$ cat config.mk
export PLATFORM = sky130hd
export DESIGN_NAME = owire_slot_engine
export DESIGN_NICKNAME = d
export VERILOG_FILES = /design/src/rtl/owire_pkg.sv /design/src/rtl/owire_sync.sv /design/src/rtl/owire_phase_timer.sv /design/src/rtl/owire_slot_engine.sv
export SDC_FILE = /design/constraint.sdc
export NUM_CORES = 1
export LEC_CHECK = 0
export BUFFER_PORTS_ARGS = -buffer_cell sky130_fd_sc_hd__buf_2
export CELL_PAD_IN_SITES_DETAIL_PLACEMENT = 1
export CELL_PAD_IN_SITES_GLOBAL_PLACEMENT = 2
export CORE_ASPECT_RATIO = 0.9
export CORE_MARGIN = 2
export CORE_UTILIZATION = 43
export DETAILED_ROUTE_END_ITERATION = 7
export PLACE_DENSITY_LB_ADDON = 0.1
export SYNTH_ARGS = -nofsm -noshare
export SYNTH_HDL_FRONTEND = slang
export SYNTH_HIERARCHICAL = 1
export SYNTH_SLANG_ARGS = --single-unit
$ cat constraint.sdc
create_clock -name clk_i -period 14.3 [get_ports clk_i]
set_clock_uncertainty 0.15 [all_clocks]
set_input_delay 2.86 -clock clk_i [delete_from_list [all_inputs] [get_ports clk_i]]
set_output_delay 2.86 -clock clk_i [all_outputs]
set_load 0.05 [all_outputs]
$ cat src/rtl/owire_pkg.sv
package owire_pkg;

  typedef enum logic [1:0] {
    ST_IDLE = 2'd0,
    ST_LOW  = 2'd1,
    ST_SMP  = 2'd2,
    ST_REC  = 2'd3
  } state_e;

  typedef enum logic [1:0] {
    OP_RST = 2'd0,
    OP_W0  = 2'd1,
    OP_W1  = 2'd2,
    OP_RD  = 2'd3
  } op_e;

  localparam logic [1:0] KIND_RST   = 2'b00;
  localparam logic [1:0] KIND_WR    = 2'b01;
  localparam logic [1:0] KIND_RD    = 2'b10;
  localparam logic [1:0] KIND_TOUCH = 2'b11;

  function automatic op_e decode_op(input logic [1:0] kind, input logic bit_v);
    case (kind)
      KIND_RST: return OP_RST;
      KIND_WR:  return bit_v ? OP_W1 : OP_W0;
      KIND_RD:  return OP_RD;
      default:  return bit_v ? OP_RD : OP_W0;  // touch-1 is a read
    endcase
  endfunction

  function automatic int unsigned max2(input int unsigned a, input int unsigned b);
    return (a > b) ? a : b;
  endfunction

endpackage

$ cat src/rtl/owire_sync.sv
module owire_sync #(
  parameter int unsigned STAGES  = 2,
  parameter logic        RST_VAL = 1'b1
) (
  input  logic clk_i,
  input  logic rst_ni,
  input  logic d_i,
  output logic q_o
);
  logic [STAGES-1:0] ff_q;

  generate
    if (STAGES == 1) begin : g_one
      always_ff @(posedge clk_i or negedge rst_ni)
        if (!rst_ni) ff_q <= RST_VAL;
        else         ff_q <= d_i;
    end else begin : g_multi
      always_ff @(posedge clk_i or negedge rst_ni)
        if (!rst_ni) ff_q <= {STAGES{RST_VAL}};
        else         ff_q <= {ff_q[STAGES-2:0], d_i};
    end
  endgenerate

  assign q_o = ff_q[STAGES-1];
endmodule

$ cat src/rtl/owire_phase_timer.sv
module owire_phase_timer #(
  parameter int unsigned CNT_W = 17
) (
  input  logic             clk_i,
  input  logic             rst_ni,
  input  logic             en_i,
  input  logic             clear_i,
  input  logic             tick_i,
  input  logic [CNT_W-1:0] limit_i,
  output logic             expire_o
);
  logic [CNT_W-1:0] cnt_q;

  // limit_i is never zero: base >= 1 and coefficient >= 1
  assign expire_o = en_i && tick_i && (cnt_q == limit_i - 1'b1);

  always_ff @(posedge clk_i or negedge rst_ni) begin
    if (!rst_ni)                 cnt_q <= '0;
    else if (clear_i || expire_o) cnt_q <= '0;
    else if (en_i && tick_i)     cnt_q <= cnt_q + 1'b1;
  end
endmodule

$ cat src/rtl/owire_slot_engine.sv
module owire_slot_engine
  import owire_pkg::*;
#(
  parameter int unsigned COEF_W      = 8,
  parameter int unsigned SYNC_STAGES = 2,
  parameter int unsigned W1_LOW      = 6,
  parameter int unsigned W1_REL      = 64,
  parameter int unsigned W0_LOW      = 60,
  parameter int unsigned W0_REL      = 10,
  parameter int unsigned RD_LOW      = 6,
  parameter int unsigned RD_SMP      = 9,
  parameter int unsigned RD_REC      = 55,
  parameter int unsigned RS_LOW      = 480,
  parameter int unsigned RS_SMP      = 70,
  parameter int unsigned RS_REC      = 410
) (
  input  logic              clk_i,
  input  logic              rst_ni,
  input  logic              tick_i,
  input  logic [COEF_W-1:0] coef_i,
  input  logic              req_valid_i,
  input  logic [1:0]        req_kind_i,
  input  logic              req_bit_i,
  output logic              req_ready_o,
  input  logic              line_i,
  output logic              pull_low_o,
  output logic              busy_o,
  output logic              done_o,
  output logic              result_o
);
  localparam int unsigned MAX_BASE =
    max2(max2(max2(W1_LOW, W1_REL), max2(W0_LOW, W0_REL)),
         max2(max2(max2(RD_LOW, RD_SMP), max2(RD_REC, RS_LOW)), max2(RS_SMP, RS_REC)));
  localparam int unsigned BASE_W = $clog2(MAX_BASE + 1);
  localparam int unsigned DUR_W  = BASE_W + COEF_W;

  state_e            state_q;
  op_e               op_q;
  logic [COEF_W-1:0] coef_q;
  logic              smp_q, result_q, done_q;
  logic              line_s, accept, phase_end;
  logic [BASE_W-1:0] base;
  logic [DUR_W-1:0]  limit;

  assign busy_o      = (state_q != ST_IDLE);
  assign req_ready_o = !busy_o;
  assign accept      = req_valid_i && req_ready_o;
  assign pull_low_o  = (state_q == ST_LOW);
  assign done_o      = done_q;
  assign result_o    = result_q;

  owire_sync #(.STAGES(SYNC_STAGES), .RST_VAL(1'b1)) u_sync (
    .clk_i (clk_i),
    .rst_ni(rst_ni),
    .d_i   (line_i),
    .q_o   (line_s)
  );

  always_comb begin
    base = BASE_W'(1);
    case (state_q)
      ST_LOW: case (op_q)
        OP_RST:  base = BASE_W'(RS_LOW);
        OP_W0:   base = BASE_W'(W0_LOW);
        OP_W1:   base = BASE_W'(W1_LOW);
        default: base = BASE_W'(RD_LOW);
      endcase
      ST_SMP: base = (op_q == OP_RST) ? BASE_W'(RS_SMP) : BASE_W'(RD_SMP);
      ST_REC: case (op_q)
        OP_RST:  base = BASE_W'(RS_REC);
        OP_W0:   base = BASE_W'(W0_REL);
        OP_W1:   base = BASE_W'(W1_REL);
        default: base = BASE_W'(RD_REC);
      endcase
      default: base = BASE_W'(1);
    endcase
  end

  assign limit = DUR_W'(base) * DUR_W'(coef_q);

  owire_phase_timer #(.CNT_W(DUR_W)) u_timer (
    .clk_i   (clk_i),
    .rst_ni  (rst_ni),
    .en_i    (busy_o),
    .clear_i (accept),
    .tick_i  (tick_i),
    .limit_i (limit),
    .expire_o(phase_end)
  );

  always_ff @(posedge clk_i or negedge rst_ni) begin
    if (!rst_ni) begin
      state_q  <= ST_IDLE;
      op_q     <= OP_RD;
      coef_q   <= COEF_W'(1);
      smp_q    <= 1'b0;
      result_q <= 1'b0;
      done_q   <= 1'b0;
    end else begin
      done_q <= 1'b0;
      if (accept) begin
        state_q <= ST_LOW;
        op_q    <= decode_op(req_kind_i, req_bit_i);
        coef_q  <= (coef_i == '0) ? COEF_W'(1) : coef_i;
        smp_q   <= 1'b0;
      end else if (phase_end) begin
        case (state_q)
          ST_LOW: state_q <= (op_q == OP_RST || op_q == OP_RD) ? ST_SMP : ST_REC;
          ST_SMP: begin
            state_q <= ST_REC;
            smp_q   <= line_s;
          end
          ST_REC: begin
            state_q  <= ST_IDLE;
            result_q <= smp_q;  // stays 0 for write slots
            done_q   <= 1'b1;
          end
          default: state_q <= ST_IDLE;
        endcase
      end
    end
  end
endmodule

==> impl_metrics.tcl <==
set metrics [dict create \
    p_leak_uw 0.00270 \
    grt_setup_unrepaired "no" \
    cts.clk_slew.worst_paths_ns 0.06 \
    overflow 0 \
    die_y_um 105 \
    r2r_setup_slack_ns 5.79 \
    setup_viol 0 \
    gp_congestion 0.821 \
    cts_tree "done" \
    setup-tns-final_ns 0 \
    seq_area_um2 857 \
    drv_slew 0 \
    stdcell_count 730 \
    initial_core_util_pct 44.6 \
    wl_per_cell_um 17.2 \
    synth_top_area_cell "fa_1" \
    period_needed_ns 8.51 \
    postRouteAntennaNets 0 \
    synth.top_cell.area_share_pct 16.7 \
    track_usage_pct 21.7 \
    slowest_stage "a211oi_1" \
    avgViaCountPerCell 5.46 \
    cts_sinks 34 \
    critical_path_class "flip-flop to flip-flop" \
    synthFlopType "dfrtp_1" \
    ir_drop_mv 0.0857 \
    grt_max_degree 35 \
    ctsResizeCount 0 \
    drt_first_pass_iters 4 \
    synthTopCellsByArea "fa_1 (17%), dfrtp_1 (15%), ha_1 (13%)" \
    dpl.cell_count 722 \
    cts_hold_buf 0 \
    grt_pass1_vias 4365 \
    antenna_found_initial 0 \
    cts_root_buffer "clkbuf_16" \
    multi_input_area_mm2 0.00366 \
    powerDensity_mw_per_mm2 57.9 \
    path_max_fanout 8 \
    finalCritPeriodShare_pct 59.5 \
    syn_area_per_cell_um2 8.71 \
    postCtsSetupBuffers 0 \
    portBuffers 20 \
    numCtsBuffers 5 \
    antenna_cells 0 \
    ys_seq_elements 34 \
    crit_required_ns 14.31 \
    fp.dieW_um 117 \
    fp-row-count 36 \
    cp.arrival_ns 8.53 \
    synth_edf_count 0 \
    worst_setup_path_start_kind "flip-flop" \
    clk_latency_ns 0.28 \
    cap_violations 0 \
    layout.nets 684 \
    slew_headroom_pct 27.0 \
    cts_max_level 2 \
    outcome "completed" \
    layout_setup_ws_ns 5.79 \
    cpPeakStageDelay_ns 0.81 \
    synth_most_common_cell "inv_1" \
    drive_gt1_share_pct 9.52 \
    max_freq_mhz 117 \
    syn-num-nets 670 \
    grt_pass1_wl_mm 21.2 \
    yosysSeqAreaShare_pct 17.5 \
    crit_path_end_kind "flip-flop" \
    dp_slack_ns 5.85 \
    worstMarginPinSlew_ns 1.09 \
    drtIter0Drc 128 \
    finalHoldViolCount 0 \
    routed_wl_mm 12.5 \
    yosysWarnings 6 \
    die_area_mm2 0.0123 \
    vias 3983 \
    async_flop_share_pct 100 \
    hold_path.class "flip-flop to flip-flop" \
    netlist_instances 563 \
    drc 0 \
    ios 21 \
    syn_area_mm2 0.00491 \
    dp_hpwl_mm 10.2 \
    syn_to_final_growth_pct 8.31 \
    fillers 1358 \
    synthTopCellsByCount "inv_1 (84), ha_1 (50), and2_1 (46), fa_1 (41), nand2_1 (36)" \
    fp.coreArea_mm2 0.0110 \
    clk_path_buf_depth 2 \
    yosys.cell_types.count 61 \
]
critical path, delay by kind of cell (launching register included):
kind	cells	cell delay, ns
XOR/XNOR	1	0.29
flip-flops	1	0.37
multiplexers	1	0.34
adder cells (fa/ha/maj)	6	2.67
AND/OR/NAND/NOR	9	2.87
AO/OA/AOI/OAI	5	1.46
buffers and inverters	4	0.25
kinds of logic (layout without fill, tap and decap cells):
family	after synthesis	in the layout	synth area share [%]
AND/OR/NAND/NOR	214	214	24.2
buffers and inverters	97	112	7.98
adder cells (fa/ha/maj)	91	91	29.5
AO/OA/AOI/OAI	69	69	10.0
XOR/XNOR	47	47	8.39
flip-flops	34	34	17.5
multiplexers	11	11	2.45
flip-flops by register name, indices dropped and copies added (netlist names):
name / flops
coef_q: 8
u_timer/cnt_q: 17
done_o: 1
state_q: 2
u_sync/ff_q: 2
smp_q: 1
result_o: 1
op_q: 2
placed cells by master (no fill, tap or decap), types with 10 or more instances in the layout:
cell type	n
and2_1	46
ha_1	50
nor3_1	30
inv_1	84
nand4_1	13
nor2b_1	14
nand3_1	16
o21ai_0	10
fa_1	41
a21oi_1	19
buf_2	20
nor2_1	21
dfrtp_1	29
nand2_1	36
xnor2_1	31
xor2_1	16
worst paths after layout:
path | startpoint | endpoint | depth (start not counted)
max in group asynchronous | rst_ni | coef_q[5] | 1
setup reg to reg | state_q[0] | result_o | 26
min in group asynchronous | rst_ni | u_timer/cnt_q[4] | 1
setup / recovery | state_q[0] | result_o | 26
hold / removal | u_sync/ff_q[0] | u_sync/ff_q[1] | 0
hold reg to reg | u_sync/ff_q[0] | u_sync/ff_q[1] | 0
final cells by class:
type	count	share of cell area, %
repair buffers	20	1.88
inverters	84	5.93
multi-input cells	432	68.8
clock inverters	3	1.30
well taps	152	3.58
clock buffers	5	2.35
flip-flops and latches	34	16.1
metrics by stage:
step,power (µW),util (%),hold slack [ns],area [µm²]
2_1_floorplan,151,-,0.195,4910
3_3_place_gp,165,46.6,0.200,5120
3_5_place_dp,167,46.6,0.201,5120
4_1_cts,311,48.3,0.210,5310
5_1_grt,321,48.3,0.211,5310
6_report,308,48.3,0.207,5310
power by group:
| part | switching (µW) | internal [µW] | total [µW] |
|---|---|---|---|
| Clock | 41.0 | 100 | 141 |
| Combinational | 21.8 | 19.8 | 41.5 |
| Sequential | 18.9 | 106 | 125 |
routing by layer:
metal	track usage, %	share of wire, %	up-vias
li1	-	-	1914
met1	30.3	50	2014
met2	36.4	47	47
met3	2.13	1.6	8
met4	4.54	0.77	0
met5	0	0	-
Power figures use the tool's default switching activity.
